==> src/rtl/rit_pkg.sv <==
package rit_pkg;
    localparam int unsigned CNT_W  = 8;
    localparam int unsigned DATA_W = 32;
    localparam int unsigned KEY_W  = 16;
    localparam logic [KEY_W-1:0] WR_KEY = 16'hA55A;

    localparam logic [1:0] WORD_CSR = 2'd0;
    localparam logic [1:0] WORD_CNT = 2'd1;
    localparam logic [1:0] WORD_CMP = 2'd2;

    localparam int unsigned CSR_FLAG = 0;
    localparam int unsigned CSR_IE   = 1;
    localparam int unsigned CSR_RF   = 2;

    typedef struct packed {
        logic [CNT_W-1:0] cnt;
        logic [CNT_W-1:0] cmp;
    } timebase_t;

    typedef struct packed {
        logic flag;
        logic seen;
        logic ie;
        logic rf;
        logic req;
    } events_t;
endpackage

==> src/rtl/rit_timebase.sv <==
module rit_timebase
    import rit_pkg::*;
(
    input  logic             clk,
    input  logic             rst_n,
    input  logic             tick_en,
    input  logic             cnt_wr,
    input  logic             cmp_wr,
    input  logic [CNT_W-1:0] wr_val,
    output logic [CNT_W-1:0] cnt,
    output logic [CNT_W-1:0] cmp,
    output logic             match
);
    timebase_t tb_d, tb_q;

    always_comb begin
        tb_d  = tb_q;
        match = tick_en && !cnt_wr && (tb_q.cnt == tb_q.cmp);
        if (cnt_wr) begin
            tb_d.cnt = wr_val;
        end else if (match) begin
            tb_d.cnt = '0;
        end else if (tick_en) begin
            tb_d.cnt = tb_q.cnt + 1'b1;
        end
        if (cmp_wr) begin
            tb_d.cmp = wr_val;
        end
    end

    always_ff @(posedge clk or negedge rst_n) begin
        if (!rst_n) begin
            tb_q <= '0;
        end else begin
            tb_q <= tb_d;
        end
    end

    assign cnt = tb_q.cnt;
    assign cmp = tb_q.cmp;
endmodule

==> src/rtl/rit_events.sv <==
module rit_events
    import rit_pkg::*;
(
    input  logic clk,
    input  logic rst_n,
    input  logic match,
    input  logic csr_wr,
    input  logic csr_rd,
    input  logic wr_flag,
    input  logic wr_ie,
    input  logic wr_rf,
    input  logic refresh_ack,
    output logic flag,
    output logic ie,
    output logic rf,
    output logic req
);
    events_t ev_d, ev_q;
    logic    clear_req;

    always_comb begin
        ev_d      = ev_q;
        clear_req = csr_wr && !wr_flag && ev_q.seen && ev_q.flag;

        if (match) begin
            ev_d.flag = 1'b1;
        end else if (clear_req) begin
            ev_d.flag = 1'b0;
        end

        if (clear_req || !ev_d.flag) begin
            ev_d.seen = 1'b0;
        end else if (csr_rd && ev_q.flag) begin
            ev_d.seen = 1'b1;
        end

        if (csr_wr) begin
            ev_d.ie = wr_ie;
            ev_d.rf = wr_rf;
        end

        if (match && ev_q.rf) begin
            ev_d.req = 1'b1;
        end else if (refresh_ack) begin
            ev_d.req = 1'b0;
        end
    end

    always_ff @(posedge clk or negedge rst_n) begin
        if (!rst_n) begin
            ev_q <= '0;
        end else begin
            ev_q <= ev_d;
        end
    end

    assign flag = ev_q.flag;
    assign ie   = ev_q.ie;
    assign rf   = ev_q.rf;
    assign req  = ev_q.req;
endmodule

==> src/rtl/refresh_interval_timer.sv <==
module refresh_interval_timer
    import rit_pkg::*;
(
    input  logic              clk,
    input  logic              rst_n,
    input  logic              tick_en,
    input  logic              reg_wr,
    input  logic              reg_rd,
    input  logic [1:0]        reg_addr,
    input  logic [DATA_W-1:0] reg_wdata,
    output logic [DATA_W-1:0] reg_rdata,
    input  logic              bus_released,
    input  logic              refresh_ack,
    output logic              refresh_req,
    output logic              refresh_out,
    output logic              irq
);
    logic             key_ok;
    logic             cnt_wr;
    logic             cmp_wr;
    logic             csr_wr;
    logic             csr_rd;
    logic             match_pulse;
    logic             flag_val;
    logic             ie_en;
    logic             rf_en;
    logic [CNT_W-1:0] cnt_val;
    logic [CNT_W-1:0] cmp_val;
    logic             unused_wdata;

    assign key_ok       = (reg_wdata[DATA_W-1:DATA_W-KEY_W] == WR_KEY);
    assign cnt_wr       = reg_wr && (reg_addr == WORD_CNT) && key_ok;
    assign cmp_wr       = reg_wr && (reg_addr == WORD_CMP) && key_ok;
    assign csr_wr       = reg_wr && (reg_addr == WORD_CSR);
    assign csr_rd       = reg_rd && (reg_addr == WORD_CSR);
    assign unused_wdata = ^reg_wdata[DATA_W-KEY_W-1:CNT_W];

    rit_timebase i_timebase (
        .clk     (clk),
        .rst_n   (rst_n),
        .tick_en (tick_en),
        .cnt_wr  (cnt_wr),
        .cmp_wr  (cmp_wr),
        .wr_val  (reg_wdata[CNT_W-1:0]),
        .cnt     (cnt_val),
        .cmp     (cmp_val),
        .match   (match_pulse)
    );

    rit_events i_events (
        .clk         (clk),
        .rst_n       (rst_n),
        .match       (match_pulse),
        .csr_wr      (csr_wr),
        .csr_rd      (csr_rd),
        .wr_flag     (reg_wdata[CSR_FLAG]),
        .wr_ie       (reg_wdata[CSR_IE]),
        .wr_rf       (reg_wdata[CSR_RF]),
        .refresh_ack (refresh_ack),
        .flag        (flag_val),
        .ie          (ie_en),
        .rf          (rf_en),
        .req         (refresh_req)
    );

    always_comb begin
        reg_rdata = '0;
        case (reg_addr)
            WORD_CSR: begin
                reg_rdata[CSR_FLAG] = flag_val;
                reg_rdata[CSR_IE]   = ie_en;
                reg_rdata[CSR_RF]   = rf_en;
            end
            WORD_CNT: reg_rdata[CNT_W-1:0] = cnt_val;
            WORD_CMP: reg_rdata[CNT_W-1:0] = cmp_val;
            default:  reg_rdata = '0;
        endcase
    end

    assign irq         = flag_val && ie_en;
    assign refresh_out = refresh_req && bus_released;
endmodule

==> config.mk <==
export PLATFORM = sky130hd
export DESIGN_NAME = refresh_interval_timer
export DESIGN_NICKNAME = d
export VERILOG_FILES = /design/src/rtl/rit_pkg.sv /design/src/rtl/rit_timebase.sv /design/src/rtl/rit_events.sv /design/src/rtl/refresh_interval_timer.sv
export SDC_FILE = /design/constraint.sdc
export NUM_CORES = 1
export LEC_CHECK = 0
export ABC_AREA = 1
export BUFFER_PORTS_ARGS = -buffer_cell sky130_fd_sc_hd__buf_2
export CORE_UTILIZATION = 52
export DETAILED_ROUTE_END_ITERATION = 8
export PLACE_DENSITY = 0.94
export REMOVE_ABC_BUFFERS = 1
export SYNTH_ARGS = -nofsm -noshare
export SYNTH_HDL_FRONTEND = slang
export SYNTH_SLANG_ARGS = --single-unit
==> constraint.sdc <==
create_clock -name clk -period 3 [get_ports clk]
set_clock_uncertainty 0.15 [all_clocks]
set_input_delay 0.15 -clock clk [delete_from_list [all_inputs] [get_ports clk]]
set_output_delay 0.15 -clock clk [all_outputs]
set_load 0.005 [all_outputs]
==> flow_summary.json, run 1 <==
{
  "io_buffers": 43,
  "h-tree-depth": 1,
  "gr-total-overflow": 0,
  "hold_path.class": "input port to flip-flop",
  "ios": 76,
  "wl_per_cell_um": 10.2,
  "cts-root-buf": "clkbuf_4",
  "cts_sinks": 21,
  "vdd_drop_max_uv": 225,
  "path_class": "input port to flip-flop",
  "cp_slowest_cell": "ha_1",
  "grt_antenna_before_repair": 0,
  "die_h_um": 60.9,
  "min_path_cells": 3,
  "r2r_setup_slack_ps": 1460,
  "final_nets": 376,
  "required_ps": 3060,
  "gp_congestion": 0.870,
  "hold_buffers": 10,
  "synthCells": 278,
  "whs_endpoint": "i_events.flag",
  "first_iter_violations": 82,
  "fin_crit_sh_pct": 51.2,
  "r2r_end": "i_timebase.cnt[7]",
  "hold_ws_ps": 41.0,
  "dieWidth_um": 60.9,
  "placed_cell_area_mm2": 0.00194,
  "ys_seq_area_share_pct": 29.2,
  "grt_max_degree": 22,
  "clock_latency_ps": 310,
  "synth_common_cells": "nand2_1, inv_1, buf_4",
  "placed_cells": 361,
  "ff_latch_area_um2": 526,
  "wirelength_mm": 3.81,
  "worstSetupEndpointType": "flip-flop",
  "cts_made_buffers": 3,
  "synth_warnings": 0,
  "cts_resized": 0,
  "firstDrtPassIters": 4,
  "critPathLaunchType": "input port",
  "syn_area_mm2": 0.00180,
  "stdcell_count": 375,
  "ys_types": 24,
  "cp_max_fo": 10,
  "avgViaCountPerCell": 4.53,
  "fin_crit_ps": 1540,
  "synth_top_cell_by_area": "dfrtp_1",
  "reg2regPathDepth": 9,
  "setup_viol": 0,
  "yosysTopAreaCellShare_pct": 29.2,
  "async_flop_share_pct": 100,
  "grt_pass1_wl_mm": 6.22,
  "place.detailed.hpwl_mm": 2.82,
  "clkSlewWorstSetupHoldPaths_ps": 110,
  "drive_gt1_share_pct": 19.5,
  "synthTopCellsByArea": "dfrtp_1, nand2_1, inv_1",
  "min_from": "tick_en",
  "grt_pass1_vias": 1483,
  "clock.fmax_mhz": 651,
  "start_util_pct": 54.0,
  "dieArea_mm2": 0.00370,
  "cpMostUsedCell": "nand2_1",
  "rsz0062_at_grt": "false",
  "ys_seq_elements": 21,
  "p_leak_uw": 0.00125,
  "postRouteAntennaNets": 0,
  "outcome": "finished clean",
  "fin_tns_setup_ps": 0,
  "crit_chain": "buf_2 -> inv_1 -> ha_1 -> nand2_1 -> inv_2 -> nand3_2 -> nand2_1 -> nor2_2 -> nand2_1 -> nand2_1",
  "core_region_area_mm2": 0.00334,
  "worst_ep_arrival_time_ps": 1590,
  "synthFlopType": "dfrtp_1",
  "drc": 0,
  "synth_edf_count": 0,
  "via_count": 1700,
  "fillers": 306,
  "postCtsSetupBuffers": 0,
  "insertedDiodeCount": 0,
  "grt_use_total_pct": 22.3,
  "slew_violations": 0,
  "cpPeakStageDelay_ps": 370,
  "maxCapViolations": 0,
  "post-route-util_pct": 61.8,
  "cts_buffer_depth": 2,
  "multi_input_area_um2": 925,
  "synth.most_common_cell": "nand2_1",
  "area_delta_synth_final_pct": 14.5,
  "fin_area_mm2": 0.00206,
  "row_count": 21,
  "hold_violations": 0,
  "powerDensity_mw_per_mm2": 267,
  "postSynthAreaPerCell_um2": 6.48,
  "r2r-start": "i_timebase.cnt[6]",
  "cts_tree": "built"
}
layout by cell type, fill, tap and decap left out, types with 3 or more instances in the layout:
cell           instances
conb_1                24
nor2_2                 4
nor2_1                16
a21oi_1                6
ha_1                   5
nand3_1               22
dlygate4sd3_1         10
nand2_1               91
clkbuf_4               3
inv_1                 56
xor2_1                 5
dfrtp_1               21
o21ai_0                5
o21ai_2                8
buf_2                 43
logic make-up (layout without fill, tap and decap cells):
family          Yosys count  in the layout  share of synthesized area [%]
other cells               1             24                          0.208
compound gates           20             20                           7.29
simple gates            140            140                           33.1
buf+inv                  86            114                           24.3
flops                    21             21                           29.2
fa+ha+maj                 5              5                           3.47
xor+xnor                  5              5                           2.43
worst max path at each step:
stage,startpoint,endpoint,slack [ps],cells after the start
4_1_cts,reg_addr[1],i_timebase.cnt[3],1480,10
3_5_place_dp,reg_addr[1],i_timebase.cnt[3],1140,10
5_1_grt,i_timebase.cnt[6],i_events.req,1280,8
3_3_place_gp,reg_addr[1],i_timebase.cnt[0],1180,10
2_1_floorplan,reg_addr[1],i_timebase.cnt[6],1630,9
6_report,reg_addr[1],i_timebase.cnt[7],1460,10
layer usage:
| metal | vias to the layer above | track usage [%] | share of wire [%] | wire length, um |
|---|---|---|---|---|
| li1 | 878 | - | - | - |
| met1 | 750 | 27.8 | 42 | 1590 |
| met2 | 66 | 39.7 | 51 | 1930 |
| met3 | 6 | 2.99 | 6.4 | 244 |
| met4 | 0 | 7.47 | 1.3 | 48 |
| met5 | - | 0 | 0 | 0 |
final cells by class:
cell class | instances | share of cell area (%)
tap | 46 | 2.79
multi-input combinational | 194 | 44.8
sequential | 21 | 25.5
timing repair buffer | 53 | 15.3
inverter | 57 | 10.4
clock buffer | 4 | 1.27
report_power, final:
group          leakage, uW  total [uW]  internal, uW  switching (uW)
sequential        0.000282         304           295            8.58
clock            0.0000150         138          51.9            86.2
combinational     0.000949         108          46.2            61.9
through the flow:
stage          worst slack, ps  total power, uW
5_1_grt                   1280              586
2_1_floorplan             1630              358
3_5_place_dp              1140              405
6_report                  1460              550
3_3_place_gp              1180              402
4_1_cts                   1480              552
sequential cells by signal, summed over array words and instances (netlist names):
signal,cells
i_timebase.cmp,8
i_timebase.cnt,8
i_events.ev_q,1
i_events.flag,1
i_events.ie,1
i_events.req,1
i_events.rf,1
worst max-delay path, delay by kind of cell:
| kind | cells | cell delay, ps |
|---|---|---|
| buffers and inverters | 3 | 360 |
| adder cells (fa/ha/maj) | 1 | 370 |
| AND/OR/NAND/NOR | 6 | 720 |
No activity file was read; power rests on OpenSTA's default activity.
==> run 2, diff against run 1 <==
--- a/config.mk
+++ b/config.mk
@@ -7,9 +7,9 @@
 export LEC_CHECK = 0
 export ABC_AREA = 1
 export BUFFER_PORTS_ARGS = -buffer_cell sky130_fd_sc_hd__buf_2
-export CORE_UTILIZATION = 52
+export CORE_UTILIZATION = 48
 export DETAILED_ROUTE_END_ITERATION = 8
-export PLACE_DENSITY = 0.94
+export PLACE_DENSITY = 0.88
 export REMOVE_ABC_BUFFERS = 1
 export SYNTH_ARGS = -nofsm -noshare
 export SYNTH_HDL_FRONTEND = slang
==> constraint.sdc (replaced) <==
create_clock -name clk -period 1.43 [get_ports clk]
set_clock_uncertainty 0.15 [all_clocks]
set_input_delay 0.0715 -clock clk [delete_from_list [all_inputs] [get_ports clk]]
set_output_delay 0.0715 -clock clk [all_outputs]
set_load 0.005 [all_outputs]
==> flow_summary.json, run 2 (synthesized netlist as in run 1, its figures left out) <==
{
  "final_nets": 410,
  "vdd_drop_max_uv": 278,
  "slew_violations": 0,
  "post-place-ws_ps": -83.3,
  "grt_use_total_pct": 25.9,
  "wl_per_cell_um": 11.9,
  "cts_tree": "built",
  "final_cell_mix": "nand2_1, inv_1, buf_2",
  "rsz0062_at_grt": "true",
  "first_iter_violations": 146,
  "swShare_pct": 29.5,
  "hold_violations": 0,
  "p_sw_uw": 389,
  "die_h_um": 63.3,
  "avgViaCountPerCell": 4.77,
  "grt_antenna_before_repair": 0,
  "ios": 76,
  "critPathLaunchType": "flip-flop",
  "p_clk_share_pct": 31.7,
  "cts_sinks": 21,
  "row_count": 21,
  "clkSlewWorstSetupHoldPaths_ps": 80,
  "grt_pass1_wl_mm": 8.09,
  "worstSetupEndpointType": "flip-flop",
  "internal_power_uw": 931,
  "fin_ws_ps": -70.4,
  "cts_made_buffers": 3,
  "outcome": "finished with violations",
  "grt_pass1_vias": 1841,
  "fin_crit_sh_pct": 105,
  "placed_cells": 383,
  "start_util_pct": 51.9,
  "worst_ep_arrival_time_ps": 1520,
  "core_region_area_mm2": 0.00347,
  "path_class": "flip-flop to flip-flop",
  "pwr-share-seq_pct": 48.4,
  "cts_buffer_depth": 2,
  "insertedDiodeCount": 0,
  "powerDensity_mw_per_mm2": 545,
  "firstDrtPassIters": 4,
  "clock.fmax_mhz": 666,
  "wirelength_mm": 4.86,
  "gr-total-overflow": 0,
  "stdcell_count": 409,
  "cts-root-buf": "clkbuf_8",
  "violations": "negative setup slack",
  "drive_gt1_share_pct": 32.5,
  "place.detailed.hpwl_mm": 3.21,
  "setup_viol": 12,
  "grt_max_degree": 22,
  "fin_crit_ps": 1500,
  "p_leak_uw": 0.00148,
  "maxCapViolations": 0,
  "area_delta_synth_final_pct": 34.4,
  "postRouteAntennaNets": 0,
  "dieWidth_um": 63.3,
  "final_common_cell": "nand2_1",
  "required_ps": 1450,
  "gp_congestion": 0.894,
  "clock_latency_ps": 270,
  "combPwrFrac_pct": 19.9,
  "dieArea_mm2": 0.00400,
  "io_buffers": 43,
  "cp_max_fo": 4,
  "drc": 0,
  "hold_path.class": "input port to flip-flop",
  "h-tree-depth": 1,
  "via_count": 1949
}
## run 2: cell count changes in the layout (fill, tap and decap cells not counted), moves of 3 or more
cell / before / now
clkbuf_8: 0 / 3
nand2_2: 2 / 11
buf_4: 0 / 30
buf_6: 0 / 3
clkbuf_4: 3 / 0
nand2_1: 91 / 80
## run 2: power by group through the flow
stage / sequential [uW] / clock [uW] / combinational, uW
final: 639 / 418 / 263
after global routing: 643 / 443 / 294
after detailed placement: 650 / 0 / 219
after global placement: 647 / 0 / 212
after floorplan: 646 / 0 / 105
after CTS: 638 / 407 / 249
## run 2: critical path, stage by stage, from the launching register on
cell	delay [ps]
dfrtp_1	420
inv_1	90
nand2_1	60
nand2_1	50
nor2_1	90
nand2_1	80
nor2_2	140
nor2_2	80
buf_6	140
nand2_2	50
nand2_1	50
## run 2: metrics by stage
step           utilization [%]  hold WS [ps]  setup TNS [ps]  cell area (um2)  power (uW)
6_report                  69.8          65.4            -573             2420        1320
5_1_grt                   69.8          69.2           -1800             2420        1380
4_1_cts                   67.9          53.1            -243             2350        1290
3_5_place_dp              60.6         -88.8            -469             2100         869
3_3_place_gp              60.6         -97.6               0             2100         860
2_1_floorplan                -          -374               0             1660         751
## run 2: final cells by class
class | count | area, um2
Timing Repair Buffer | 87 | 584
Inverter | 57 | 214
Sequential cell | 21 | 527
Tap cell | 46 | 57.6
Multi-Input combinational cell | 194 | 993
Clock inverter | 1 | 5.00
Clock buffer | 3 | 41.3
Fill cell | 259 | 1050
## run 2: metal layers
metal / global-route usage (%) / vias up / wire length, um
li1: - / 950 / -
met1: 31.3 / 864 / 1930
met2: 45.4 / 118 / 2390
met3: 3.80 / 17 / 389
met4: 10.8 / 0 / 144
met5: 0 / - / 0
## run 2: timing repair
item                                    in CTS  in global routing
pin swaps                                    9                 12
endpoints found under the hold margin       41                  0
gates resized for setup                     12                 14
gates cloned                                 0                  0
endpoints found under the setup margin      10                 15
buffers inserted                             9                  2
hold buffers                                11                  0
## run 2: path summary, 6_finish.rpt
path	from	endpoint	slack (ps)	cells after the start
worst min register to register	i_events.ie	i_events.ie	380	2
worst max-delay path	i_timebase.cnt[3]	i_timebase.cnt[6]	-70	10
worst min-delay path	reg_wr	i_events.ie	70	3
max in group asynchronous	rst_n	i_timebase.cnt[2]	620	2
min in group asynchronous	rst_n	i_timebase.cmp[1]	150	2
worst max register to register	i_timebase.cnt[3]	i_timebase.cnt[6]	-70	10
